===== src/rtl/fg_pkg.sv =====
package fg_pkg;

  typedef enum logic [1:0] {
    FG_IDLE     = 2'd0,
    FG_ERR_WAIT = 2'd1,
    FG_ERR_DONE = 2'd2
  } fg_state_e;

  // field bit 0 grants read, bit 1 grants write
  function automatic logic fg_perm_denies(input logic [1:0] field, input logic is_wr);
    return is_wr ? ~field[1] : ~field[0];
  endfunction

endpackage


===== src/rtl/fg_rst_sync.sv =====
module fg_rst_sync #(
  parameter int STAGES = 2
) (
  input  logic clk,
  input  logic rst_n,
  output logic rst_n_sync
);
  logic [STAGES-1:0] sync_q;

  always_ff @(posedge clk or negedge rst_n) begin
    if (!rst_n) sync_q <= '0;
    else        sync_q <= {sync_q[STAGES-2:0], 1'b1};
  end

  assign rst_n_sync = sync_q[STAGES-1];
endmodule


===== src/rtl/fg_perm_check.sv =====
module fg_perm_check
  import fg_pkg::*;
#(
  parameter int NUM_MASTERS = 8,
  parameter int MID_W       = 3,
  parameter int ADDR_W      = 16,
  parameter int BOOT_BASE   = 'h4000,
  parameter int BOOT_SIZE   = 'h0800
) (
  input  logic [2*NUM_MASTERS-1:0] cfg_perm,
  input  logic                     cfg_boot_xdis,
  input  logic [MID_W-1:0]         mid,
  input  logic                     is_wr,
  input  logic                     is_instr,
  input  logic [ADDR_W-1:0]        addr,
  output logic                     deny
);
  localparam logic [ADDR_W:0] WIN_LO = (ADDR_W+1)'(BOOT_BASE);
  localparam logic [ADDR_W:0] WIN_HI = (ADDR_W+1)'(BOOT_BASE + BOOT_SIZE);

  logic [1:0] field;
  logic       in_window;
  logic       deny_perm;
  logic       deny_boot;

  always_comb begin
    field = 2'b00;  // unknown master IDs get no access
    for (int m = 0; m < NUM_MASTERS; m++) begin
      if (mid == MID_W'(m)) field = cfg_perm[2*m +: 2];
    end
  end

  always_comb begin
    in_window = ({1'b0, addr} >= WIN_LO) && ({1'b0, addr} < WIN_HI);
    deny_perm = fg_perm_denies(field, is_wr);
    deny_boot = cfg_boot_xdis && is_instr && in_window;
    deny      = deny_perm || deny_boot;
  end
endmodule


===== src/rtl/fg_err_fsm.sv =====
module fg_err_fsm
  import fg_pkg::*;
(
  input  logic clk,
  input  logic rst_n,
  input  logic req,
  input  logic deny,
  output logic fwd,
  output logic err_evt,
  output logic hready,
  output logic hresp
);
  fg_state_e state_q, state_d;
  logic      idle;

  always_comb begin
    idle    = (state_q == FG_IDLE);
    fwd     = req && idle && !deny;
    err_evt = req && idle && deny;
    hready  = (state_q != FG_ERR_WAIT);
    hresp   = !idle;
  end

  always_comb begin
    state_d = state_q;
    case (state_q)
      FG_IDLE:     if (err_evt) state_d = FG_ERR_WAIT;
      FG_ERR_WAIT: state_d = FG_ERR_DONE;
      FG_ERR_DONE: state_d = FG_IDLE;
      default:     state_d = FG_IDLE;
    endcase
  end

  always_ff @(posedge clk or negedge rst_n) begin
    if (!rst_n) state_q <= FG_IDLE;
    else        state_q <= state_d;
  end
endmodule


===== src/rtl/fg_viol_log.sv =====
module fg_viol_log #(
  parameter int NUM_PORTS = 2,
  parameter int MID_W     = 3,
  parameter int CNT_W     = 16
) (
  input  logic                       clk,
  input  logic                       rst_n,
  input  logic [NUM_PORTS-1:0]       err_evt,
  input  logic [NUM_PORTS*MID_W-1:0] mid_flat,
  output logic [CNT_W-1:0]           viol_count,
  output logic                       viol_flag,
  output logic [MID_W-1:0]           viol_mid
);
  localparam logic [CNT_W:0] CNT_MAX = {1'b0, {CNT_W{1'b1}}};

  logic [CNT_W-1:0] cnt_q, cnt_d;
  logic [CNT_W:0]   cnt_sum;
  logic             cnt_en;
  logic             flag_q, flag_en;
  logic [MID_W-1:0] mid_q, mid_pick;

  always_comb begin
    cnt_sum = {1'b0, cnt_q};
    for (int i = 0; i < NUM_PORTS; i++) cnt_sum = cnt_sum + (CNT_W+1)'(err_evt[i]);
    cnt_en = |err_evt;
    cnt_d  = (cnt_sum > CNT_MAX) ? CNT_MAX[CNT_W-1:0] : cnt_sum[CNT_W-1:0];
  end

  always_comb begin
    mid_pick = '0;
    for (int i = NUM_PORTS-1; i >= 0; i--) begin
      if (err_evt[i]) mid_pick = mid_flat[i*MID_W +: MID_W];
    end
    flag_en = cnt_en && !flag_q;
  end

  always_ff @(posedge clk or negedge rst_n) begin
    if (!rst_n) begin
      cnt_q  <= '0;
      flag_q <= 1'b0;
      mid_q  <= '0;
    end else begin
      if (cnt_en) cnt_q <= cnt_d;
      if (flag_en) begin
        flag_q <= 1'b1;
        mid_q  <= mid_pick;
      end
    end
  end

  assign viol_count = cnt_q;
  assign viol_flag  = flag_q;
  assign viol_mid   = mid_q;
endmodule


===== src/rtl/flash_access_guard.sv =====
module flash_access_guard #(
  parameter int NUM_PORTS   = 2,
  parameter int NUM_MASTERS = 8,
  parameter int ADDR_W      = 16,
  parameter int BOOT_BASE   = 'h4000,
  parameter int BOOT_SIZE   = 'h0800,
  parameter int CNT_W       = 16,
  localparam int MID_W      = (NUM_MASTERS > 1) ? $clog2(NUM_MASTERS) : 1
) (
  input  logic                        clk,
  input  logic                        rst_n,
  input  logic [2*NUM_MASTERS-1:0]    cfg_perm,
  input  logic                        cfg_boot_xdis,
  input  logic [NUM_PORTS-1:0]        p_req,
  input  logic [NUM_PORTS*MID_W-1:0]  p_mid,
  input  logic [NUM_PORTS-1:0]        p_write,
  input  logic [NUM_PORTS-1:0]        p_instr,
  input  logic [NUM_PORTS*ADDR_W-1:0] p_addr,
  output logic [NUM_PORTS-1:0]        p_hready,
  output logic [NUM_PORTS-1:0]        p_hresp,
  output logic [NUM_PORTS-1:0]        a_req,
  output logic [NUM_PORTS-1:0]        a_write,
  output logic [NUM_PORTS*ADDR_W-1:0] a_addr,
  output logic [CNT_W-1:0]            viol_count,
  output logic                        viol_flag,
  output logic [MID_W-1:0]            viol_mid
);
  logic                 rst_n_int;
  logic [NUM_PORTS-1:0] deny;
  logic [NUM_PORTS-1:0] err_evt;

  fg_rst_sync #(.STAGES(2)) u_rst_sync (
    .clk        (clk),
    .rst_n      (rst_n),
    .rst_n_sync (rst_n_int)
  );

  for (genvar g = 0; g < NUM_PORTS; g++) begin : g_port
    fg_perm_check #(
      .NUM_MASTERS (NUM_MASTERS),
      .MID_W       (MID_W),
      .ADDR_W      (ADDR_W),
      .BOOT_BASE   (BOOT_BASE),
      .BOOT_SIZE   (BOOT_SIZE)
    ) u_check (
      .cfg_perm      (cfg_perm),
      .cfg_boot_xdis (cfg_boot_xdis),
      .mid           (p_mid[g*MID_W +: MID_W]),
      .is_wr         (p_write[g]),
      .is_instr      (p_instr[g]),
      .addr          (p_addr[g*ADDR_W +: ADDR_W]),
      .deny          (deny[g])
    );

    fg_err_fsm u_fsm (
      .clk     (clk),
      .rst_n   (rst_n_int),
      .req     (p_req[g]),
      .deny    (deny[g]),
      .fwd     (a_req[g]),
      .err_evt (err_evt[g]),
      .hready  (p_hready[g]),
      .hresp   (p_hresp[g])
    );

    assign a_write[g]                  = p_write[g];
    assign a_addr[g*ADDR_W +: ADDR_W]  = p_addr[g*ADDR_W +: ADDR_W];
  end

  fg_viol_log #(
    .NUM_PORTS (NUM_PORTS),
    .MID_W     (MID_W),
    .CNT_W     (CNT_W)
  ) u_log (
    .clk        (clk),
    .rst_n      (rst_n_int),
    .err_evt    (err_evt),
    .mid_flat   (p_mid),
    .viol_count (viol_count),
    .viol_flag  (viol_flag),
    .viol_mid   (viol_mid)
  );
endmodule


===== config.mk =====
export PLATFORM = sky130hd
export DESIGN_NAME = flash_access_guard
export DESIGN_NICKNAME = d
export VERILOG_FILES = /design/src/rtl/fg_pkg.sv /design/src/rtl/fg_rst_sync.sv /design/src/rtl/fg_perm_check.sv /design/src/rtl/fg_err_fsm.sv /design/src/rtl/fg_viol_log.sv /design/src/rtl/flash_access_guard.sv
export SDC_FILE = /design/constraint.sdc
export NUM_CORES = 1
export LEC_CHECK = 0
export ABC_AREA = 1
export BUFFER_PORTS_ARGS = -buffer_cell sky130_fd_sc_hd__clkbuf_2
export CAP_MARGIN = 20
export CELL_PAD_IN_SITES_DETAIL_PLACEMENT = 2
export CELL_PAD_IN_SITES_GLOBAL_PLACEMENT = 2
export CORE_ASPECT_RATIO = 1.2
export CORE_MARGIN = 2
export CORE_UTILIZATION = 25
export CTS_BUF_LIST = sky130_fd_sc_hd__clkbuf_4 sky130_fd_sc_hd__clkbuf_8
export CTS_CLUSTER_DIAMETER = 30
export DETAILED_ROUTE_END_ITERATION = 8
export HOLD_SLACK_MARGIN = 0.12
export MAX_ROUTING_LAYER = met4
export PLACE_DENSITY_LB_ADDON = 0.1
export SLEW_MARGIN = 10
export SYNTH_ARGS = -nofsm -noshare
export SYNTH_HDL_FRONTEND = slang
export SYNTH_SLANG_ARGS = --single-unit

===== constraint.sdc =====
create_clock -name clk -period 2.46 [get_ports clk]
set_clock_uncertainty 0.05 [all_clocks]
set_input_delay 0.492 -clock clk [delete_from_list [all_inputs] [get_ports clk]]
set_output_delay 0.492 -clock clk [all_outputs]
set_load 0.05 [all_outputs]

### Word-level counts from Yosys, hierarchy flattened

Index checks and enable logic that the tools add are counted.

| cells by class | value |
|---|---|
| order comparisons | 5 |
| $add $sub $neg | 2 |
| bitwise logic cells | 4 |
| equal/unequal tests | 20 |
| reductions and logical operators | 25 |
| muxes and demuxes | 25 |

Operators by type and width:

| operator | number |
|---|---|
| 2-to-1 mux 2 bit | 18 |
| greater-or-equal comparator 16 x 15 -> 1 bit, second input constant | 2 |
| < comparator 16 x 15 -> 1 bit, second input constant | 2 |
| == test 3 bit, second input constant | 8 |
| adder 16 x 1 -> 17 bit | 1 |
| adder 17 x 1 -> 17 bit | 1 |
| greater-than comparator 17 x 16 -> 1 bit, second input constant | 1 |
| 2-to-1 mux 16 bit | 1 |
| logical AND 1 bit | 13 |
| == test 3 x 2 -> 1 bit, second input constant | 4 |
| inequality test 2 x 1 -> 1 bit, second input constant | 4 |
| case mux 2 bit (2 select lines) | 2 |
| == test 3 x 1 -> 1 bit, second input constant | 2 |
| zero test 3 bit | 2 |
| 2-to-1 mux 3 bit | 2 |
| zero test 1 bit | 5 |
| == test 2 x 1 -> 1 bit, second input constant | 2 |
| zero test 2 bit | 2 |
| NOT 1 bit | 4 |
| logical OR 1 bit | 2 |
| 2-to-1 mux 1 bit | 2 |
| OR reduction 2 bit | 1 |

| storage, ports and cells | value |
|---|---|
| bits in registers | 26 |
| output and inout port bits | 60 |
| bits of input ports | 63 |
| logic and storage cells | 87 |

### Logic depth before layout (Yosys ltp)

| depth | value |
|---|---|
| word-level depth | 17 |
| mapped depth | 22 |
| mapped depth without buffers | 21 |

### By module

From an unflattened synthesis, not the netlist that was laid out.

| unflattened totals | value |
|---|---|
| cells, all modules | 295 |
| area, all modules | 2,045.7 um^2 |

Modules (own cells, without submodules):

| module | area an instance (um^2) | instances | sequential area each (um^2) | cells each |
|---|---|---|---|---|
| fg_viol_log | 1,121.1 | 1 | 500.5 | 144 |
| fg_perm_check | 215.2 | 2 | 0.0 | 45 |
| flash_access_guard | 255.2 | 1 | 0.0 | 34 |
| fg_err_fsm | 92.6 | 2 | 50.0 | 12 |
| fg_rst_sync | 53.8 | 1 | 50.0 | 3 |

### Least setup slack after synthesis

Ideal clock, no wire load.

| path | value |
|---|---|
| path type | input to register |
| start | input p_mid[4] |
| end | register u_log.cnt_q[10] (netlist: u_log.viol_count[10]) |
| buffers on the path | 1 |
| setup slack | -0.438 ns |
| stages | 15 |
| data arrival time | 2.778 ns |
| cell sequence | buf_4 -> inv_2 -> nor3_4 -> a21boi_0 -> nand2_1 -> nand2_2 -> a21oi_1 -> fa_1 -> ha_1 -> nand2_1 -> nor4_4 -> nand2_1 -> nor4_1 -> nand3_2 -> nand3_1 |

| on the way | value |
|---|---|
| longest elaborated chain between the ends | 16 |

Ends and longest elaborated chain:

| item | RTL line | source |
|---|---|---|
| start, declared | flash_access_guard.sv:15 | `input logic [NUM_PORTS*MID_W-1:0] p_mid,` |
| zero test 3 bit | fg_perm_check.sv:29 | `if (mid == MID_W'(m)) field = cfg_perm[2*m +: 2];` |
| 2-to-1 mux 2 bit (7 in series) | fg_perm_check.sv:29 |  |
| 2-to-1 mux 2 bit * | fg_perm_check.sv:29 |  |
| NOT 1 bit | fg_pkg.sv:11 | `return is_wr ? ~field[1] : ~field[0];` |
| 2-to-1 mux 1 bit * | fg_pkg.sv:11 |  |
| logical OR 1 bit * | fg_perm_check.sv:37 | `deny = deny_perm \|\| deny_boot;` |
| logical AND 1 bit * | fg_err_fsm.sv:19 | `err_evt = req && idle && deny;` |
| adder 17 x 1 -> 17 bit | fg_viol_log.sv:24 | `for (int i = 0; i < NUM_PORTS; i++) cnt_sum = cnt_sum + (CNT_W+1)'(err_evt[i]);` |
| greater-than comparator 17 x 16 -> 1 bit | fg_viol_log.sv:26 | `cnt_d = (cnt_sum > CNT_MAX) ? CNT_MAX[CNT_W-1:0] : cnt_sum[CNT_W-1:0];` |
| 2-to-1 mux 16 bit | fg_viol_log.sv:26 |  |
| end signal, assigned | fg_viol_log.sv:43 | `if (cnt_en) cnt_q <= cnt_d;` |
| end, declared | fg_viol_log.sv:16 | `logic [CNT_W-1:0] cnt_q, cnt_d;` |

Every way passes the cells marked *; elsewhere a longest branch is shown, timed or not.
A chain may end at the register's enable or synchronous reset.

### Worst setup path in the final report

| path | value |
|---|---|
| start | input p_mid[5] |
| end | register u_log.cnt_q[15] (netlist: u_log.viol_count[15]) |

The elaborated chain is that of the path after synthesis.

==> impl_metrics.json <==
{
  "drv_slew": 0,
  "drc": 0,
  "grt_usage_pct": 17.4,
  "wl_met2_mm": 4.20,
  "rr_startpoint": "g_port[0].u_fsm.state_q[0]",
  "synthToLayoutAreaGrowth_pct": 43.5,
  "antenna_found_initial": 0,
  "grt_pass1_wl_mm": 13.3,
  "fill_cells": 1044,
  "worst-r2r-cell-count": 15,
  "period_share_pct": 111,
  "cp.depth": 19,
  "wl_mm": 7.62,
  "min_path_type": "reg -> async",
  "routed.top_layer": "met4",
  "path_buf_inv": 3,
  "cts_sinks": 26,
  "r2r_setup_slack_ns": 0.03,
  "dr.pass1.iters": 4,
  "maxCapViolCount": 0,
  "synth_warnings": 0,
  "setup_slack_ns": -0.259,
  "grt_max_degree": 24,
  "die_x_um": 89.9,
  "met1Wirelength_mm": 2.95,
  "multi_input_area_mm2": 0.00128,
  "root_buffer": "clkbuf_8",
  "critPathTopFamily": "simple AND/OR/NAND/NOR gates",
  "detail-route-antenna-nets": 0,
  "insertedDiodeCount": 0,
  "cts_tree": "done",
  "synth_cell_types": 30,
  "violations": "setup timing",
  "grt.overflow.total": 0,
  "nets": 457,
  "rsz0062_at_grt": "yes",
  "hold_slack_ns": 0.189,
  "yosys.area.top_type": "dfrtp_1",
  "synth_area_mm2": 0.00221,
  "relSlewSlack_pct": 61.6,
  "gp_congestion": 0.816,
  "finalHoldViolCount": 0,
  "drt_iter0_markers": 29,
  "avgSynthCellArea_um2": 7.12,
  "pwr_density_cell_mw_per_mm2": 514,
  "status": "complete, but fails checks",
  "io_pins": 123,
  "syn_inst": 311,
  "yosys.area.top_type_share_pct": 29.4,
  "min_period_ns": 2.72,
  "start_kind": "input pin",
  "regToRegEndpoint": "u_log.viol_count[15]",
  "tightest_slew_ns": 0.576,
  "num_vias": 2305,
  "synthTopCellsByArea": "dfrtp_1, buf_4, nand2_1, nand3_1, inv_1",
  "async_reset_ff_share_pct": 100,
  "met3_length_um": 358,
  "syn-num-nets": 376,
  "clk_path_buf_depth": 2,
  "seqCellArea_um2": 651,
  "drive_gt1_share_pct": 47.9,
  "timing.fmax_mhz": 368,
  "slowest_stage": "nor4_4",
  "crit_type": "in -> reg",
  "crit_end": "u_log.viol_count[15]",
  "coreArea_mm2": 0.00861,
  "ys_ff_latch": 26,
  "wl_per_cell_um": 15.0,
  "p_total_w": 0.00163,
  "synth_flop_cell": "dfrtp_1",
  "yosysSeqAreaShare_pct": 29.4,
  "setup_viol": 17,
  "cts.clk_slew.worst_paths_ns": 0.09,
  "insertion_delay_ns": 0.28,
  "leakagePower_nw": 1.70,
  "cts_buffers": 3,
  "ir_worst_vdd_v": 0.000345,
  "start_util_pct": 25.7,
  "num_rows": 37,
  "die-area_mm2": 0.00963,
  "cp_cell_sequence": "clkbuf_8 > inv_8 > nand4_1 > nand3_1 > nor2_1 > nand4_1 > nand2_1 > nand2_2 > a21oi_4 > fa_2 > nand3_4 > nor3_4 > nand2_2 > inv_2 > nand4_1 > nor4_4 > nand2_1 > nand2_1 > nand3_1",
  "htree_levels": 1,
  "critPathArrivalTime_ns": 2.83,
  "max_stage_delay_ns": 0.35,
  "first_global_vias": 2663,
  "dp_hpwl_mm": 6.18,
  "cp-end-kind": "flop",
  "io_buffers": 78,
  "cp_max_fo": 11,
  "crit_start": "p_mid[5]",
  "crit_required_ns": 2.58,
  "via_per_inst": 4.55,
  "fp.dieH_um": 107,
  "synth_edf_count": 0
}
[state kept, by name, indices dropped and copies added, names as in the netlist]
signal	cells
u_log.viol_count	16
u_log.viol_flag	1
g_port.u_fsm.state_q	4
u_log.viol_mid	3
u_rst_sync.sync_q	2
[Yosys cell counts, types with 3 or more instances]
cell     instances
nand2_2          5
nor4_1           5
dfrtp_1         26
nand3_1         30
a21oi_1         10
nor2_1          18
o21ai_1          4
buf_4           44
nand4_1         16
nor3_2           6
inv_2            7
nand2_1         79
buf_6            4
xor2_1           3
o21ai_0          3
inv_1           29
nor3_1           5
[metal layers]
| layer | track usage, % | vias to the layer above |
|---|---|---|
| li1 | - | 1127 |
| met1 | 18.4 | 1101 |
| met2 | 32.9 | 64 |
| met3 | 3.37 | 13 |
| met4 | 5.16 | 0 |
| met5 | - | - |
[stage by stage]
step           instance area (um2)  worst slack, ns  utilization, %  instances  TNS (ns)
3_5_place_dp                  2720           -0.812            31.6        491    -11.69
2_1_floorplan                 2310           -0.319               -        311     -3.71
6_report                      3180           -0.259            36.9        507     -2.24
5_1_grt                       3180           -0.461            36.9        507     -5.28
3_3_place_gp                  2720           -0.717            31.6        491    -10.27
4_1_cts                       3050           -0.218            35.5        502     -2.28
[placed cells by master, fill, tap and decap left out, drive strengths merged]
cell and n:
nand2 86, nand4 16, dfrtp 26, buf 47
o21ai 7, ha 1, fa 1, clkbuf 78
dlygate4sd3 1, or2 1, nor2 18, a21oi 10
conb 1, a21boi 2, inv 37, nand3b 1
xor2 3, o22ai 2, nor4 6, nor3b 2
nor3 13, nand3 31
[layout make-up]
type,instances,share of cell area [%]
timing repair buffer,123,27.9
timing repair inverter,1,0.197
inverter,36,5.36
tap,117,4.61
sequential,26,20.5
clock buffer,3,1.30
multi-input combinational,201,40.2
[cells by family (layout without fill, tap and decap cells)]
group / count (synthesis) / count (layout) / share of synthesized area [%]
other: 1 / 1 / 0.169
buffers and inverters: 84 / 163 / 23.1
adder cells (fa/ha/maj): 2 / 2 / 1.47
AND/OR/NAND/NOR: 174 / 174 / 39.6
flip-flops: 26 / 26 / 29.4
XOR/XNOR: 3 / 3 / 1.19
AO/OA/AOI/OAI: 21 / 21 / 5.09
[power by group]
part | switching, W | leakage [nW] | internal, W | total (W)
clock | 0.000142 | 0.0216 | 0.000110 | 0.000252
combinational | 0.000550 | 1.33 | 0.000275 | 0.000826
sequential | 0.0000760 | 0.346 | 0.000480 | 0.000556
[worst min path at each step]
stage,cells after the start,start,endpoint
2_1_floorplan,0,rst_n,u_rst_sync.sync_q[0]
3_3_place_gp,0,u_rst_sync.sync_q[1],u_log.viol_count[13]
3_5_place_dp,0,u_rst_sync.sync_q[1],u_log.viol_count[13]
4_1_cts,0,u_rst_sync.sync_q[1],u_log.viol_count[14]
5_1_grt,0,u_rst_sync.sync_q[1],u_log.viol_count[13]
6_report,0,u_rst_sync.sync_q[1],u_log.viol_count[13]
[what timing repair did]
action | CTS | global route
hold buffers | 1 | 0
gates cloned | 1 | 0
gates resized for setup | 47 | 24
setup endpoints to repair | 18 | 18
endpoints found under the hold margin | 2 | 0
buffers inserted | 6 | 5
pin swaps | 17 | 28
(Power assumes the default switching activity.)
